## src/rtl/wdt_pkg.sv

```systemverilog
package wdt_pkg;
  localparam int WORD_STAT = 0;   // byte 0x00: countdown read / restart write
  localparam int WORD_CTRL = 8;   // byte 0x20: divisor and arm bit
  localparam int WORD_LOAD = 9;   // byte 0x24: timeout count
  localparam int WORD_SYS  = 12;  // byte 0x30: sticky cause flag
  localparam int BIT_ARM   = 7;
  localparam int BIT_KICK  = 9;
  localparam int BIT_CAUSE = 1;
  localparam int DIV_LSB   = 16;
endpackage

```

## src/rtl/wdt_prescaler.sv

```systemverilog
module wdt_prescaler #(
  parameter int DIV_W = 16
) (
  input  logic             clk,
  input  logic             rst_n,
  input  logic             arm,
  input  logic             restart,
  input  logic             base_tick,
  input  logic [DIV_W-1:0] div,
  output logic             tick
);
  logic [DIV_W-1:0] phase;
  logic [DIV_W-1:0] last;
  logic             wrap;

  assign last = (div == '0) ? '0 : div - 1'b1;
  assign wrap = (phase >= last);
  assign tick = arm && !restart && base_tick && wrap;

  always_ff @(posedge clk) begin
    if (!rst_n)                phase <= '0;
    else if (!arm || restart)  phase <= '0;
    else if (base_tick)        phase <= wrap ? '0 : phase + 1'b1;
  end
endmodule

```

## src/rtl/wdt_counter.sv

```systemverilog
module wdt_counter #(
  parameter int CNT_W = 16
) (
  input  logic             clk,
  input  logic             rst_n,
  input  logic             arm,
  input  logic             kick,
  input  logic             tick,
  input  logic [CNT_W-1:0] load_val,
  output logic [CNT_W-1:0] count,
  output logic             reload,
  output logic             expire
);
  logic arm_q;
  logic halted;

  assign reload = kick || (arm && !arm_q);

  always_ff @(posedge clk) begin
    if (!rst_n) begin
      count  <= '0;
      arm_q  <= 1'b0;
      halted <= 1'b0;
      expire <= 1'b0;
    end else begin
      arm_q  <= arm;
      expire <= 1'b0;
      if (reload) begin
        count  <= load_val;
        halted <= 1'b0;
      end else if (tick && arm && !halted) begin
        if (count <= CNT_W'(1)) begin
          count  <= '0;
          halted <= 1'b1;
          expire <= 1'b1;
        end else begin
          count <= count - 1'b1;
        end
      end
    end
  end

  AST_REQ_ONE_CYCLE: assert property (@(posedge clk) disable iff (!rst_n)
    expire |=> !expire);
  AST_NO_REQ_DISARMED: assert property (@(posedge clk) disable iff (!rst_n)
    !arm |=> !expire);
  AST_HOLD_DISARMED: assert property (@(posedge clk) disable iff (!rst_n)
    (!arm && !kick) |=> $stable(count));
  AST_LOAD_ON_ARM: assert property (@(posedge clk) disable iff (!rst_n)
    $rose(arm) |=> (count == $past(load_val)));
endmodule

```

## src/rtl/wdt_regs.sv

```systemverilog
module wdt_regs
  import wdt_pkg::*;
#(
  parameter int ADDR_W = 4,
  parameter int CNT_W  = 16,
  parameter int DIV_W  = 16
) (
  input  logic              clk,
  input  logic              por_n,
  input  logic              rst_n,
  input  logic              wr_en,
  input  logic              rd_en,
  input  logic [ADDR_W-1:0] addr,
  input  logic [31:0]       wdata,
  input  logic [CNT_W-1:0]  count,
  input  logic              expire,
  output logic [31:0]       rdata,
  output logic              arm,
  output logic [DIV_W-1:0]  div,
  output logic [CNT_W-1:0]  load_val,
  output logic              kick
);
  localparam logic [ADDR_W-1:0] A_STAT = ADDR_W'(WORD_STAT);
  localparam logic [ADDR_W-1:0] A_CTRL = ADDR_W'(WORD_CTRL);
  localparam logic [ADDR_W-1:0] A_LOAD = ADDR_W'(WORD_LOAD);
  localparam logic [ADDR_W-1:0] A_SYS  = ADDR_W'(WORD_SYS);

  logic        cause;
  logic        cause_clr;
  logic [31:0] rd_mux;

  assign kick      = wr_en && (addr == A_STAT) && wdata[BIT_KICK];
  assign cause_clr = wr_en && (addr == A_SYS) && wdata[BIT_CAUSE];

  always_ff @(posedge clk) begin
    if (!rst_n) begin
      arm      <= 1'b0;
      div      <= '0;
      load_val <= '0;
    end else if (wr_en) begin
      if (addr == A_CTRL) begin
        arm <= wdata[BIT_ARM];
        div <= wdata[DIV_LSB +: DIV_W];
      end
      if (addr == A_LOAD) load_val <= wdata[CNT_W-1:0];
    end
  end

  always_ff @(posedge clk) begin
    if (!por_n)         cause <= 1'b0;
    else if (expire)    cause <= 1'b1;
    else if (cause_clr) cause <= 1'b0;
  end

  always_comb begin
    rd_mux = '0;
    case (addr)
      A_STAT: rd_mux[CNT_W-1:0] = count;
      A_CTRL: begin
        rd_mux[DIV_LSB +: DIV_W] = div;
        rd_mux[BIT_ARM]          = arm;
      end
      A_LOAD: rd_mux[CNT_W-1:0] = load_val;
      A_SYS:  rd_mux[BIT_CAUSE] = cause;
      default: rd_mux = '0;
    endcase
  end

  always_ff @(posedge clk) begin
    if (!rst_n)     rdata <= '0;
    else if (rd_en) rdata <= rd_mux;
  end

  AST_CAUSE_ON_EXPIRE: assert property (@(posedge clk) disable iff (!por_n)
    expire |=> cause);
endmodule

```

## src/rtl/tick_watchdog.sv

```systemverilog
module tick_watchdog #(
  parameter int ADDR_W = 4,
  parameter int CNT_W  = 16,
  parameter int DIV_W  = 16
) (
  input  logic              clk,
  input  logic              por_n,
  input  logic              rst_n,
  input  logic              base_tick,
  input  logic              wr_en,
  input  logic              rd_en,
  input  logic [ADDR_W-1:0] addr,
  input  logic [31:0]       wdata,
  output logic [31:0]       rdata,
  output logic              rst_req
);
  logic             core_rst_n;
  logic             arm;
  logic             kick;
  logic             reload;
  logic             tick;
  logic             expire;
  logic [DIV_W-1:0] div;
  logic [CNT_W-1:0] load_val;
  logic [CNT_W-1:0] count;

  assign core_rst_n = rst_n && por_n;
  assign rst_req    = expire;

  wdt_regs #(.ADDR_W(ADDR_W), .CNT_W(CNT_W), .DIV_W(DIV_W)) u_regs (
    .clk(clk), .por_n(por_n), .rst_n(core_rst_n),
    .wr_en(wr_en), .rd_en(rd_en), .addr(addr), .wdata(wdata),
    .count(count), .expire(expire), .rdata(rdata),
    .arm(arm), .div(div), .load_val(load_val), .kick(kick)
  );

  wdt_prescaler #(.DIV_W(DIV_W)) u_pre (
    .clk(clk), .rst_n(core_rst_n), .arm(arm), .restart(reload),
    .base_tick(base_tick), .div(div), .tick(tick)
  );

  wdt_counter #(.CNT_W(CNT_W)) u_cnt (
    .clk(clk), .rst_n(core_rst_n), .arm(arm), .kick(kick), .tick(tick),
    .load_val(load_val), .count(count), .reload(reload), .expire(expire)
  );
endmodule

```

## config.mk

```make
export PLATFORM = sky130hd
export DESIGN_NAME = tick_watchdog
export DESIGN_NICKNAME = d
export VERILOG_FILES = /design/src/rtl/wdt_pkg.sv /design/src/rtl/wdt_prescaler.sv /design/src/rtl/wdt_counter.sv /design/src/rtl/wdt_regs.sv /design/src/rtl/tick_watchdog.sv
export SDC_FILE = /design/constraint.sdc
export NUM_CORES = 1
export LEC_CHECK = 0
export BUFFER_PORTS_ARGS = -buffer_cell sky130_fd_sc_hd__buf_4
export CAP_MARGIN = 5
export CORE_MARGIN = 3
export CORE_UTILIZATION = 45
export DETAILED_ROUTE_END_ITERATION = 8
export PLACE_DENSITY = 0.65
export SLEW_MARGIN = 20
export SYNTH_ARGS = -nofsm -noshare
export SYNTH_HDL_FRONTEND = slang
export SYNTH_SLANG_ARGS = --single-unit
export TNS_END_PERCENT = 10
```

## constraint.sdc

```tcl
create_clock -name clk -period 8.5 [get_ports clk]
set_clock_uncertainty 0.1 [all_clocks]
set_input_delay 0.85 -clock clk [delete_from_list [all_inputs] [get_ports clk]]
set_output_delay 0.85 -clock clk [all_outputs]
set_load 0.02 [all_outputs]
```

After elaboration in Yosys (flattened, before gate mapping)
Cells that the tools add are included.

operators by class
  equality and inequality tests = 3
  bitwise operators = 2
  magnitude comparators = 2
  add/sub/neg operators = 3
  muxes and demuxes = 14
  reductions and logical operators = 27

operators by type and width
  kind                   count
  $mux 16                6
  $sub 16x1->16 const B  2
  $add 16x1->16 const B  1
  $ge 16x16->1           1
  $le 16x1->1 const B    1
  $logic_not 16->1       1
  $pmux 8 s2             1
  $eq 4x4->1 const B     3
  $logic_and 1x1->1      11
  $pmux 5 s2             1
  $pmux 1 s3             2
  $reduce_and 2->1       3
  $logic_not 1->1        4
  $logic_not 4->1        1
  $reduce_bool 2->1      2
  $reduce_or 2->1        2
  $mux 1                 3
  $reduce_or 3->1        1
  $logic_or 1x1->1       2
  $not 1->1              2
  $pmux 1 s2             1

storage, ports and cells
  register bits after elaboration = 101

Logic depth before layout (Yosys ltp)
  depth in word-level cells = 12
  gate-level depth with buffers = 14
  mapped depth without buffers = 13

Modules after synthesis
From an unflattened synthesis, not the netlist that was laid out.

unflattened totals
  cell total of the unflattened synthesis = 614
  area total of the unflattened synthesis = 5208.7 um^2

by module, submodules not included
  module         cells each  seq. area each (um^2)  times used  area an instance (um^2)
  wdt_regs       298         1321.3                 1           2646.3
  wdt_prescaler  176         320.3                  1           1417.6
  wdt_counter    139         380.4                  1           1138.6
  tick_watchdog  1           0.0                    1           6.3

Worst setup path before layout
No wires, ideal clock.

  path kind = register to register
  start = register u_regs.div[8]
  end = register u_cnt.count[10]
  data required time = 8.278 ns
  path slack = 5.097 ns
  arrival time = 3.182 ns
  clock period less this slack = 3.403 ns
  cell stages (with the launch flop) = 14
  path buffers = 2
  path through = dfxtp_1 clkbuf_2 or4_4 nor4_2 nand4b_1 and2_1 ha_1 nand2b_1 a2111oi_0 nand3b_1 a31oi_1 and2_1 buf_2 a221o_1

on the way
  cells in the longest elaborated chain, start to end = 7
  elaborated cells between the ends (all ways) = 8
  classes of those cells = add/sub: 1; order compare: 1; mux: 1; reduce/logical: 5

ends and longest elaborated chain
  item                                               RTL line             source
  start: declaration                                 wdt_regs.sv:19       output logic [DIV_W-1:0] div,
  start signal: assignment                           wdt_regs.sv:43       div <= wdata[DIV_LSB +: DIV_W];
  $sub 16x1->16 or $logic_not 16->1 (tied branches)  wdt_prescaler.sv:16  assign last = (div == '0) ? '0 : div - 1'b1;
  $mux 16 *                                          wdt_prescaler.sv:16
  $ge 16x16->1 *                                     wdt_prescaler.sv:17  assign wrap = (phase >= last);
  $logic_and 1x1->1 *                                wdt_prescaler.sv:18  assign tick = arm && !restart && base_tick && wrap;
  $logic_and 1x1->1 * (2 in a row)                   wdt_counter.sv:31    end else if (tick && arm && !halted) begin
  $reduce_bool 2->1 (no source line) *               -
  end signal: assignment                             wdt_counter.sv:29    count <= load_val;
  end signal: assignment                             wdt_counter.sv:37    count <= count - 1'b1;
  end: declaration                                   wdt_counter.sv:10    output logic [CNT_W-1:0] count,

Every way passes the cells marked *; elsewhere a longest branch is shown, timed or not.
A chain may end at the register's enable or synchronous reset.

Final worst setup path
  start = register u_regs.div[2]
  end = register u_cnt.count[12]

Same word-level chain as after synthesis.

==> results.json <==
{
  "antenna_found_initial": 0,
  "hp-class": "reg2reg",
  "cp.required_ns": 8.64,
  "fillers": 1037,
  "final.min_clock_period_ns": 4.35,
  "worst_slew_pin_slew_ns": 1.06,
  "ios": 75,
  "wire_per_inst_um": 15.5,
  "cts-root-buf": "clkbuf_16",
  "synth_edf_count": 0,
  "final_area_um2": 6110,
  "placed_cell_area_um2": 5770,
  "p_leak_uw": 0.00234,
  "final_cell_mix": "111 x nand2_1, 101 x dfxtp_1, 78 x buf_4, 70 x nor2_1, 64 x a21oi_1",
  "critPathMaxStageDelay_ns": 0.59,
  "io_buffer_count": 74,
  "grt_pass1_vias": 4297,
  "syn_inst": 639,
  "p_per_area_nw_per_um2": 167,
  "rsz0062_at_grt": "false",
  "r2r_cells": 11,
  "crit_top_cell": "and2_1",
  "final_common_cell": "nand2_1",
  "hold_viol": 0,
  "cp-start-kind": "register",
  "post_cts_resize_count": 0,
  "dr.pass1.iters": 5,
  "criticalPathCategory": "reg2reg",
  "ys_ff_latch": 101,
  "grt_max_degree": 71,
  "n_antenna_cell": 0,
  "critPathMaxFanout": 16,
  "synth_cell_types": 60,
  "clk_pin_slew_ns": 0.07,
  "grt_pass1_wl_um": 21600,
  "layout.nets": 756,
  "setup_viol": 0,
  "cp_data_arrival_time_ns": 4.48,
  "worstSkewPairLatency_ns": 0.35,
  "cts_hold_buf": 0,
  "r2r_start": "u_regs.div[2]",
  "drive_above_1_share": 0.165,
  "tns_ns": 0,
  "postSynth.asyncResetShare": 0,
  "fin_crit_sh": 0.511,
  "seq_area_frac_synth": 0.392,
  "reg2reg_to": "u_cnt.count[12]",
  "place.gp.congestion": 0.839,
  "core_area_um2": 11000,
  "min_path_cells": 1,
  "min_to": "u_cnt.expire",
  "hpwl_um": 9240,
  "peakVddDrop_mv": 0.129,
  "die_w_um": 113,
  "finalPower_uw": 1020,
  "initial_core_util": 0.468,
  "layout_setup_ws_ns": 4.15,
  "hold_ws_ns": 0.371,
  "cts_sinks": 101,
  "rows": 38,
  "slew_headroom": 0.292,
  "postCtsSetupBuffers": 0,
  "yosys_warnings": 0,
  "route.detailed.drc": 0,
  "wl_um": 13000,
  "track_usage": 0.207,
  "die_h_um": 113,
  "synthesis.area_um2": 5160,
  "clk_path_buf_depth": 2,
  "via_per_inst": 5.52,
  "r2r_slack_ns": 4.15,
  "vias": 4628,
  "die_area_um2": 12800,
  "synthFlopType": "dfxtp_1",
  "slew_viol_final": 0,
  "htreeDepth": 3,
  "layout-area-overhead-vs-synth_pct": 18.5,
  "synth_nets": 702,
  "postRouteAntennaNets": 0,
  "cts_buffers": 9,
  "max_cap_violations": 0,
  "grt.overflow.total": 0,
  "crit_path_top_delay_cell": "or4_1",
  "drt_iter0_drc": 328,
  "dp_slack_ns": 4.16,
  "status": "complete, no violations",
  "cp-end-kind": "register",
  "cp_cell_sequence": "or4_1 -> nor3_2 -> nand4b_1 -> and2_1 -> ha_1 -> nand2b_1 -> a2111oi_0 -> nand3b_1 -> a31oi_1 -> and2_1 -> a221o_1",
  "syn_avg_cell_area_um2": 8.07,
  "cts_tree": "yes",
  "timing.hold.worst.start": "u_cnt.halted",
  "fmax_ghz": 0.230
}
synthesized netlist by cell type (10+ instances only):
| cell type | n | area, um^2 |
|---|---|---|
| clkbuf_1 | 22 | 82.6 |
| buf_2 | 10 | 50.1 |
| nand3_1 | 17 | 85.1 |
| xor2_1 | 23 | 201 |
| nand2_1 | 112 | 420 |
| a211oi_1 | 21 | 158 |
| a21oi_1 | 64 | 320 |
| dfxtp_1 | 101 | 2020 |
| a22oi_1 | 15 | 113 |
| ha_1 | 21 | 263 |
| nor3_1 | 17 | 85.1 |
| and3_1 | 16 | 100 |
| nor2b_1 | 18 | 113 |
| nor2_1 | 70 | 263 |
stage by stage:
step,utilization,std cells
3_3_place_gp,0.523,822
5_1_grt,0.554,838
6_report,0.554,838
2_1_floorplan,-,639
4_1_cts,0.554,838
3_5_place_dp,0.523,822
state kept, by name, summed over array words and instances (netlist names), 16 cells and up:
| register | flops |
|---|---|
| u_cnt.count | 16 |
| u_pre.phase | 16 |
| u_regs.div | 16 |
| u_regs.load_val | 16 |
| u_regs.rdata | 32 |
metal layers:
metal / routed length (um) / track usage
met5: 0 / 0
met4: 172 / 0.0529
met3: 827 / 0.0439
met2: 5350 / 0.287
met1: 6670 / 0.324
cells by family (layout without fill, tap and decap cells):
kind of cell / after synthesis / count (layout) / share of synthesized area
adder cells (fa/ha/maj): 21 / 21 / 0.0509
AND/OR/NAND/NOR: 290 / 290 / 0.273
buffers and inverters: 44 / 103 / 0.0376
XOR/XNOR: 30 / 30 / 0.0509
flip-flops: 101 / 101 / 0.392
AO/OA/AOI/OAI: 152 / 152 / 0.194
multiplexers: 1 / 1 / 0.00218
worst max-delay path by stage:
stage,endpoint,cells past startpoint,from
floorplan,u_cnt.count[10],13,u_regs.div[8]
global placement,u_cnt.count[6],11,u_regs.div[2]
detailed placement,u_cnt.count[12],11,u_regs.div[2]
CTS,u_cnt.count[12],11,u_regs.div[2]
global route,u_cnt.count[11],11,u_regs.div[2]
finish,u_cnt.count[12],11,u_regs.div[2]
layout make-up:
class / instances / area [um^2] / area share
well taps: 140 / 175 / 0.0287
clock inverters: 4 / 76.3 / 0.0125
flip-flops and latches: 101 / 2020 / 0.331
multi-input cells: 494 / 2950 / 0.483
repair buffers: 78 / 586 / 0.0958
inverters: 9 / 33.8 / 0.00553
clock buffers: 12 / 267 / 0.0436
critical path: cells and delay by family, from the launching register on:
kind	cells	cell delay (ns)
flops	1	0.37
simple gates	7	2.41
fa+ha+maj	1	0.26
compound gates	3	1.09
where the power goes:
part           switching (uW)  total (uW)  internal, uW  leakage [uW]
combinational            48.9        80.2          31.3       0.00136
clock                     180         463           283      0.000165
sequential               2.23         478           476      0.000815
Note: power is estimated with default switching activity, not from simulation.
